[src/rtl/ptimer_pkg.sv]
package ptimer_pkg;

  // Behaviour selected at elaboration time.
  typedef enum logic [1:0] {
    PT_PULSE     = 2'd0,
    PT_ON_DELAY  = 2'd1,
    PT_OFF_DELAY = 2'd2
  } ptimer_mode_e;

  // States of the single-shot sequencer.
  typedef enum logic [1:0] {
    PS_IDLE = 2'd0,
    PS_RUN  = 2'd1,
    PS_HOLD = 2'd2
  } pulse_state_e;

endpackage

[src/rtl/ptimer_edge.sv]
module ptimer_edge (
  input  logic clk,
  input  logic rst,
  input  logic lvl,
  output logic rise
);

  logic lvl_q;

  always_ff @(posedge clk) begin
    if (rst) lvl_q <= 1'b0;
    else     lvl_q <= lvl;
  end

  assign rise = lvl & ~lvl_q;

endmodule

[src/rtl/ptimer_count.sv]
module ptimer_count #(
  parameter int W = 16
) (
  input  logic         clk,
  input  logic         rst,
  input  logic         adv,
  input  logic         clr,
  input  logic [W-1:0] limit,
  output logic [W-1:0] count,
  output logic         reached
);

  logic [W-1:0] cand;

  // The candidate ignores clr, so the controller can use 'reached'
  // to decide on clr without forming a combinational loop.
  always_comb begin
    if (adv && (count < limit)) cand = count + 1'b1;
    else                        cand = count;
  end

  assign reached = (cand >= limit);

  always_ff @(posedge clk) begin
    if (rst)      count <= '0;
    else if (clr) count <= '0;
    else          count <= cand;
  end

endmodule

[src/rtl/ptimer_ctrl.sv]
module ptimer_ctrl
  import ptimer_pkg::*;
#(
  parameter ptimer_mode_e MODE = PT_PULSE
) (
  input  logic clk,
  input  logic rst,
  input  logic tick,
  input  logic lvl,
  input  logic rise,
  input  logic reached,
  output logic adv,
  output logic clr,
  output logic q
);

  logic q_n;

  generate
    if (MODE == PT_PULSE) begin : g_pulse
      pulse_state_e st, st_n;

      always_comb begin
        adv  = (st == PS_RUN) & tick;
        clr  = 1'b0;
        st_n = st;
        q_n  = q;
        case (st)
          PS_IDLE: begin
            clr = 1'b1;
            q_n = 1'b0;
            if (rise) begin
              st_n = PS_RUN;
              q_n  = 1'b1;
            end
          end
          PS_RUN: begin
            q_n = 1'b1;
            if (reached) begin
              if (lvl) begin
                st_n = PS_HOLD;
              end else begin
                st_n = PS_IDLE;
                q_n  = 1'b0;
                clr  = 1'b1;
              end
            end
          end
          PS_HOLD: begin
            q_n = 1'b1;
            if (!lvl) begin
              st_n = PS_IDLE;
              q_n  = 1'b0;
              clr  = 1'b1;
            end
          end
          default: begin
            st_n = PS_IDLE;
            q_n  = 1'b0;
            clr  = 1'b1;
          end
        endcase
      end

      always_ff @(posedge clk) begin
        if (rst) st <= PS_IDLE;
        else     st <= st_n;
      end
    end else if (MODE == PT_ON_DELAY) begin : g_on
      logic unused_rise;
      assign unused_rise = rise;

      always_comb begin
        adv = lvl & tick;
        clr = ~lvl;
        q_n = lvl & reached;
      end
    end else begin : g_off
      logic unused_rise;
      assign unused_rise = rise;

      always_comb begin
        adv = ~lvl & q & tick;
        clr = lvl;
        q_n = lvl | (q & ~reached);
      end
    end
  endgenerate

  always_ff @(posedge clk) begin
    if (rst) q <= 1'b0;
    else     q <= q_n;
  end

endmodule

[src/rtl/ptimer.sv]
module ptimer
  import ptimer_pkg::*;
#(
  parameter int           W    = 16,
  parameter ptimer_mode_e MODE = PT_PULSE
) (
  input  logic         clk,
  input  logic         rst,
  input  logic         tick,
  input  logic         trig_in,
  input  logic [W-1:0] span,
  output logic         q_out,
  output logic [W-1:0] elapsed
);

  logic rise;
  logic adv;
  logic clr;
  logic reached;

  ptimer_edge u_edge (
    .clk  (clk),
    .rst  (rst),
    .lvl  (trig_in),
    .rise (rise)
  );

  ptimer_ctrl #(.MODE(MODE)) u_ctrl (
    .clk     (clk),
    .rst     (rst),
    .tick    (tick),
    .lvl     (trig_in),
    .rise    (rise),
    .reached (reached),
    .adv     (adv),
    .clr     (clr),
    .q       (q_out)
  );

  ptimer_count #(.W(W)) u_count (
    .clk     (clk),
    .rst     (rst),
    .adv     (adv),
    .clr     (clr),
    .limit   (span),
    .count   (elapsed),
    .reached (reached)
  );

endmodule

[config.mk]
export PLATFORM = sky130hd
export DESIGN_NAME = ptimer
export DESIGN_NICKNAME = d
export VERILOG_FILES = /design/src/rtl/ptimer_pkg.sv /design/src/rtl/ptimer_edge.sv /design/src/rtl/ptimer_count.sv /design/src/rtl/ptimer_ctrl.sv /design/src/rtl/ptimer.sv
export SDC_FILE = /design/constraint.sdc
export NUM_CORES = 1
export LEC_CHECK = 0
export ABC_AREA = 1
export BUFFER_PORTS_ARGS = -buffer_cell sky130_fd_sc_hd__buf_2
export CAP_MARGIN = 30
export CELL_PAD_IN_SITES_DETAIL_PLACEMENT = 0
export CELL_PAD_IN_SITES_GLOBAL_PLACEMENT = 1
export CORE_MARGIN = 2
export CORE_UTILIZATION = 40
export CTS_CLUSTER_DIAMETER = 150
export DETAILED_ROUTE_END_ITERATION = 12
export PLACE_DENSITY = 0.81
export SYNTH_ARGS = -nofsm -noshare
export SYNTH_HDL_FRONTEND = slang
export SYNTH_HIERARCHICAL = 1
export SYNTH_SLANG_ARGS = --single-unit
[constraint.sdc]
create_clock -name clk -period 6.9 [get_ports clk]
set_input_delay 1.035 -clock clk [delete_from_list [all_inputs] [get_ports clk]]
set_output_delay 1.035 -clock clk [all_outputs]
set_load 0.02 [all_outputs]
==> metrics.log <==
INFO  metric cts_buffers = 3
INFO  metric holdBufCountCts = 0
INFO  metric postLayoutCoreUtil = 47.1%
INFO  metric grt_max_degree = 18
INFO  metric die_x = 77.6 um
INFO  metric netlist_instances = 336
INFO  metric max_freq = 236 MHz
INFO  metric final_max_slew_viol_count = 0
INFO  metric min-delay-path-class = reg -> reg
INFO  metric postSynthNetCount = 393
INFO  metric multi_input_area = 1450 sq um
INFO  metric detailroute.via_count = 2060
INFO  metric final_period_minus_worst_setup_slack = 4.24 ns
INFO  metric insertedDiodeCount = 0
INFO  metric grt_use_total = 17.8%
INFO  metric place.gp.congestion = 0.800
INFO  metric status = finished clean
INFO  metric drt_pass1_iterations = 4
INFO  metric setup_violations = 0
INFO  metric first_iter_violations = 97
INFO  metric rsz0062_at_grt = false
INFO  metric critical_path.startpoint = span[15]
INFO  metric grt_pass1_vias = 1904
INFO  metric post_synth.cell_area_avg = 6.44 sq um
INFO  metric worstPathMaxFanout = 17
INFO  metric worstSetupPathDepth = 19
INFO  metric timing.critical_path.slowest_stage_cell = nor2_4
INFO  metric core_area = 5170 sq um
INFO  metric cts_buffer_depth = 2
INFO  metric core.rowCount = 26
INFO  metric critical_path_end_type = flop
INFO  metric fin_skew = 0.00312 ns
INFO  metric setup.worst_path.start_class = input pin
INFO  metric initial_antenna_violation_count = 0
INFO  metric synth-edff-count = 0
INFO  metric route.met3.wl = 217 um
INFO  metric timing.reg2reg.worst_path_depth = 19
INFO  metric max_slew.worst_pin.slew = 0.594 ns
INFO  metric post_cts_resize_count = 0
INFO  metric tritoncts_clock_tree = done
INFO  metric cp_slowest_stage_delay = 0.44 ns
INFO  metric timing_hold_violations_final = 0
INFO  metric clkSinkCount = 20
INFO  metric yosys-top-cells-area = ha_1, dfxtp_1, nand2_1, inv_1, nand4_1
INFO  metric p_leak = 1.44 nW
INFO  metric synth_cell_type_count = 30
INFO  metric rr_endpoint = u_count/count[10]
INFO  metric root_buffer = clkbuf_8
INFO  metric port_buffers = 36
INFO  metric ys_seq_elements = 20
INFO  metric yosys.area.top_type_share = 21.4%
INFO  metric yosysWarnings = 6
INFO  metric grt_pass1_wl = 8710 um
INFO  metric final_layout_size_suffix_gt1_share = 13.9%
INFO  metric worst_r2r_startpoint = u_count/count[9]
INFO  metric synthToLayoutAreaGrowth = 12.5%
INFO  metric path_common_cell = a21oi_1
INFO  metric dieArea = 6020 sq um
INFO  metric wl_per_cell = 11.5 um
INFO  metric initial_core_util = 41.8%
INFO  metric layout.area.seq = 400 sq um
INFO  metric timing.slew.headroom = 60.4%
INFO  metric timing_worst_setup_path_type = in -> reg
INFO  metric synth-seq-area-share = 18.5%
INFO  metric route.detailed.drc = 0
INFO  metric synth-async-reset-ratio = 0%
INFO  metric route.final.wire_length = 5040 um
INFO  metric timing.max_cap.violations = 0
INFO  metric pwr_density_cell = 218 nW/um^2
INFO  metric cp_data_arrival_time = 4.44 ns
INFO  metric setup.worst_path.end = u_count/count[10]
INFO  metric worst_hold_startpoint = u_count/count[0]
INFO  metric cp.required = 7.10 ns
INFO  metric r2r_setup_slack = 3.20 ns
INFO  metric min_period_over_period = 61.5%
INFO  metric clk_pin_slew_worst_paths = 0.08 ns
INFO  metric finalNetCount = 427
INFO  metric cts_post_setup_buffers_inserted = 0
INFO  metric timing.setup.tns = 0 ns
INFO  metric n_fill_cell = 558
INFO  metric met2_wirelength = 2180 um
INFO  metric viasPerCell = 4.70
INFO  metric grt_remaining_overflow = 0
INFO  metric wirelength_met1 = 2540 um
INFO  metric postRouteAntennaNets = 0
INFO  metric critPathTopFamily = simple AND/OR/NAND/NOR gates
INFO  metric netlist_area = 2160 sq um
INFO  metric dp_hpwl = 4080 um
INFO  metric worstPathCellList = buf_2, inv_1, ha_1, a21oi_1, o21ai_0, nor2_4, nand3_4, nand2_1, nand2_1, inv_1, ha_1, a21oi_1, o21ai_0, a21oi_1, nand3_1, a21oi_1, o21ai_1, or2_2, nor2_1
INFO  metric worst-path-buf-inv = 3
INFO  metric clock_insertion_delay_worst_skew = 0.26 ns
INFO  metric die_h = 77.6 um
INFO  metric highest-signal-layer = met4
INFO  metric vdd_drop_max = 0.126 mV
INFO  metric floorplan.io_pins = 37
INFO  metric synth_top_area_cell = ha_1
INFO  metric h-tree-depth = 1
INFO  metric leading_register_cell_type_out_of_synthesis = dfxtp_1
state kept, by name, summed over array words and instances, names as in the netlist:
register,flops
u_ctrl/g_pulse.st,2
u_count/count,16
u_edge/lvl_q,1
u_ctrl/q,1
worst min-delay path by stage:
| stage | end | slack [ns] | depth (start not counted) |
|---|---|---|---|
| floorplan | u_ctrl/q | 0.57 | 2 |
| CTS | u_count/count[1] | 0.63 | 4 |
| finish | u_count/count[0] | 0.61 | 2 |
| global route | u_count/count[1] | 0.65 | 4 |
| global placement | u_count/count[1] | 0.61 | 4 |
| detailed placement | u_count/count[1] | 0.62 | 4 |
Yosys cell counts, drive strengths merged (2+ instances only):
cell	count
inv	63
nand2	92
dfxtp	20
nand3	12
nor2	32
clkbuf	3
nand4	24
xor2	7
buf	4
o21ai	6
a21oi	17
ha	37
bufinv	2
nor3	12
where the power goes:
| group | switching [mW] | leakage, nW | internal, mW | total [mW] |
|---|---|---|---|---|
| sequential | 0.0200 | 0.162 | 0.133 | 0.153 |
| combinational | 0.183 | 1.25 | 0.116 | 0.299 |
| clock | 0.0406 | 0.0216 | 0.0390 | 0.0796 |
| total | 0.243 | 1.44 | 0.288 | 0.532 |
metrics by stage:
step	total power, mW	area, sq um	hold slack [ns]	setup WS (ns)	instances
after global placement	0.454	2390	0.610	2.40	435
after floorplan	0.389	2160	0.569	2.89	336
final	0.532	2430	0.613	2.66	438
after detailed placement	0.456	2390	0.616	2.38	435
after global routing	0.591	2430	0.648	2.34	438
after CTS	0.539	2430	0.632	2.66	438
metal layers:
metal,vias to the layer above,global-route usage (%)
li1,1140,-
met1,867,24.3
met2,45,29.0
met3,8,2.79
met4,0,5.36
met5,-,0
layout make-up:
| cell class | count | area share (%) |
|---|---|---|
| repair buffers | 36 | 7.40 |
| multi-input cells | 243 | 59.6 |
| clock buffers | 3 | 1.70 |
| flip-flops and latches | 20 | 16.4 |
| inverters | 66 | 11.3 |
| well taps | 70 | 3.60 |
worst register-to-register path, cell delays in order (launching register included):
cell and delay [ns]:
dfxtp_1 0.45, ha_1 0.29, nand2_1 0.06, inv_1 0.03, o21bai_1 0.12, a21oi_1 0.11
nor2_4 0.38, nand3_4 0.26, nand2_1 0.13, nand2_1 0.07, inv_1 0.06, ha_1 0.23
a21oi_1 0.20, o21ai_0 0.11, a21oi_1 0.21, nand3_1 0.13, a21oi_1 0.14, o21ai_1 0.06
or2_2 0.44, nor2_1 0.16
logic make-up (layout without fill, tap and decap cells):
family / after synthesis / in the layout / synth area share, %
and+or+nand+nor: 173 / 173 / 36.4
buffers and inverters: 73 / 105 / 14.5
adders and majority gates: 37 / 37 / 21.4
AOI/OAI and AO/OA: 25 / 25 / 6.01
DFF: 20 / 20 / 18.5
xor gates and xnor gates: 8 / 8 / 3.24
cells in the final DEF (no fill, tap or decap), drive strengths merged:
cell type / Yosys / final
clkinv: 1 / 1
nor2: 32 / 32
buf: 4 / 36
inv: 63 / 63
nand3: 12 / 12
nand2: 92 / 92
nor3: 12 / 12
xor2: 7 / 7
o211ai: 1 / 1
ha: 37 / 37
or2: 1 / 1
bufinv: 2 / 2
dfxtp: 20 / 20
xnor2: 1 / 1
a21oi: 17 / 17
clkbuf: 3 / 3
nand4: 24 / 24
o21ai: 6 / 6
o21bai: 1 / 1
(Power assumes the default switching activity.)
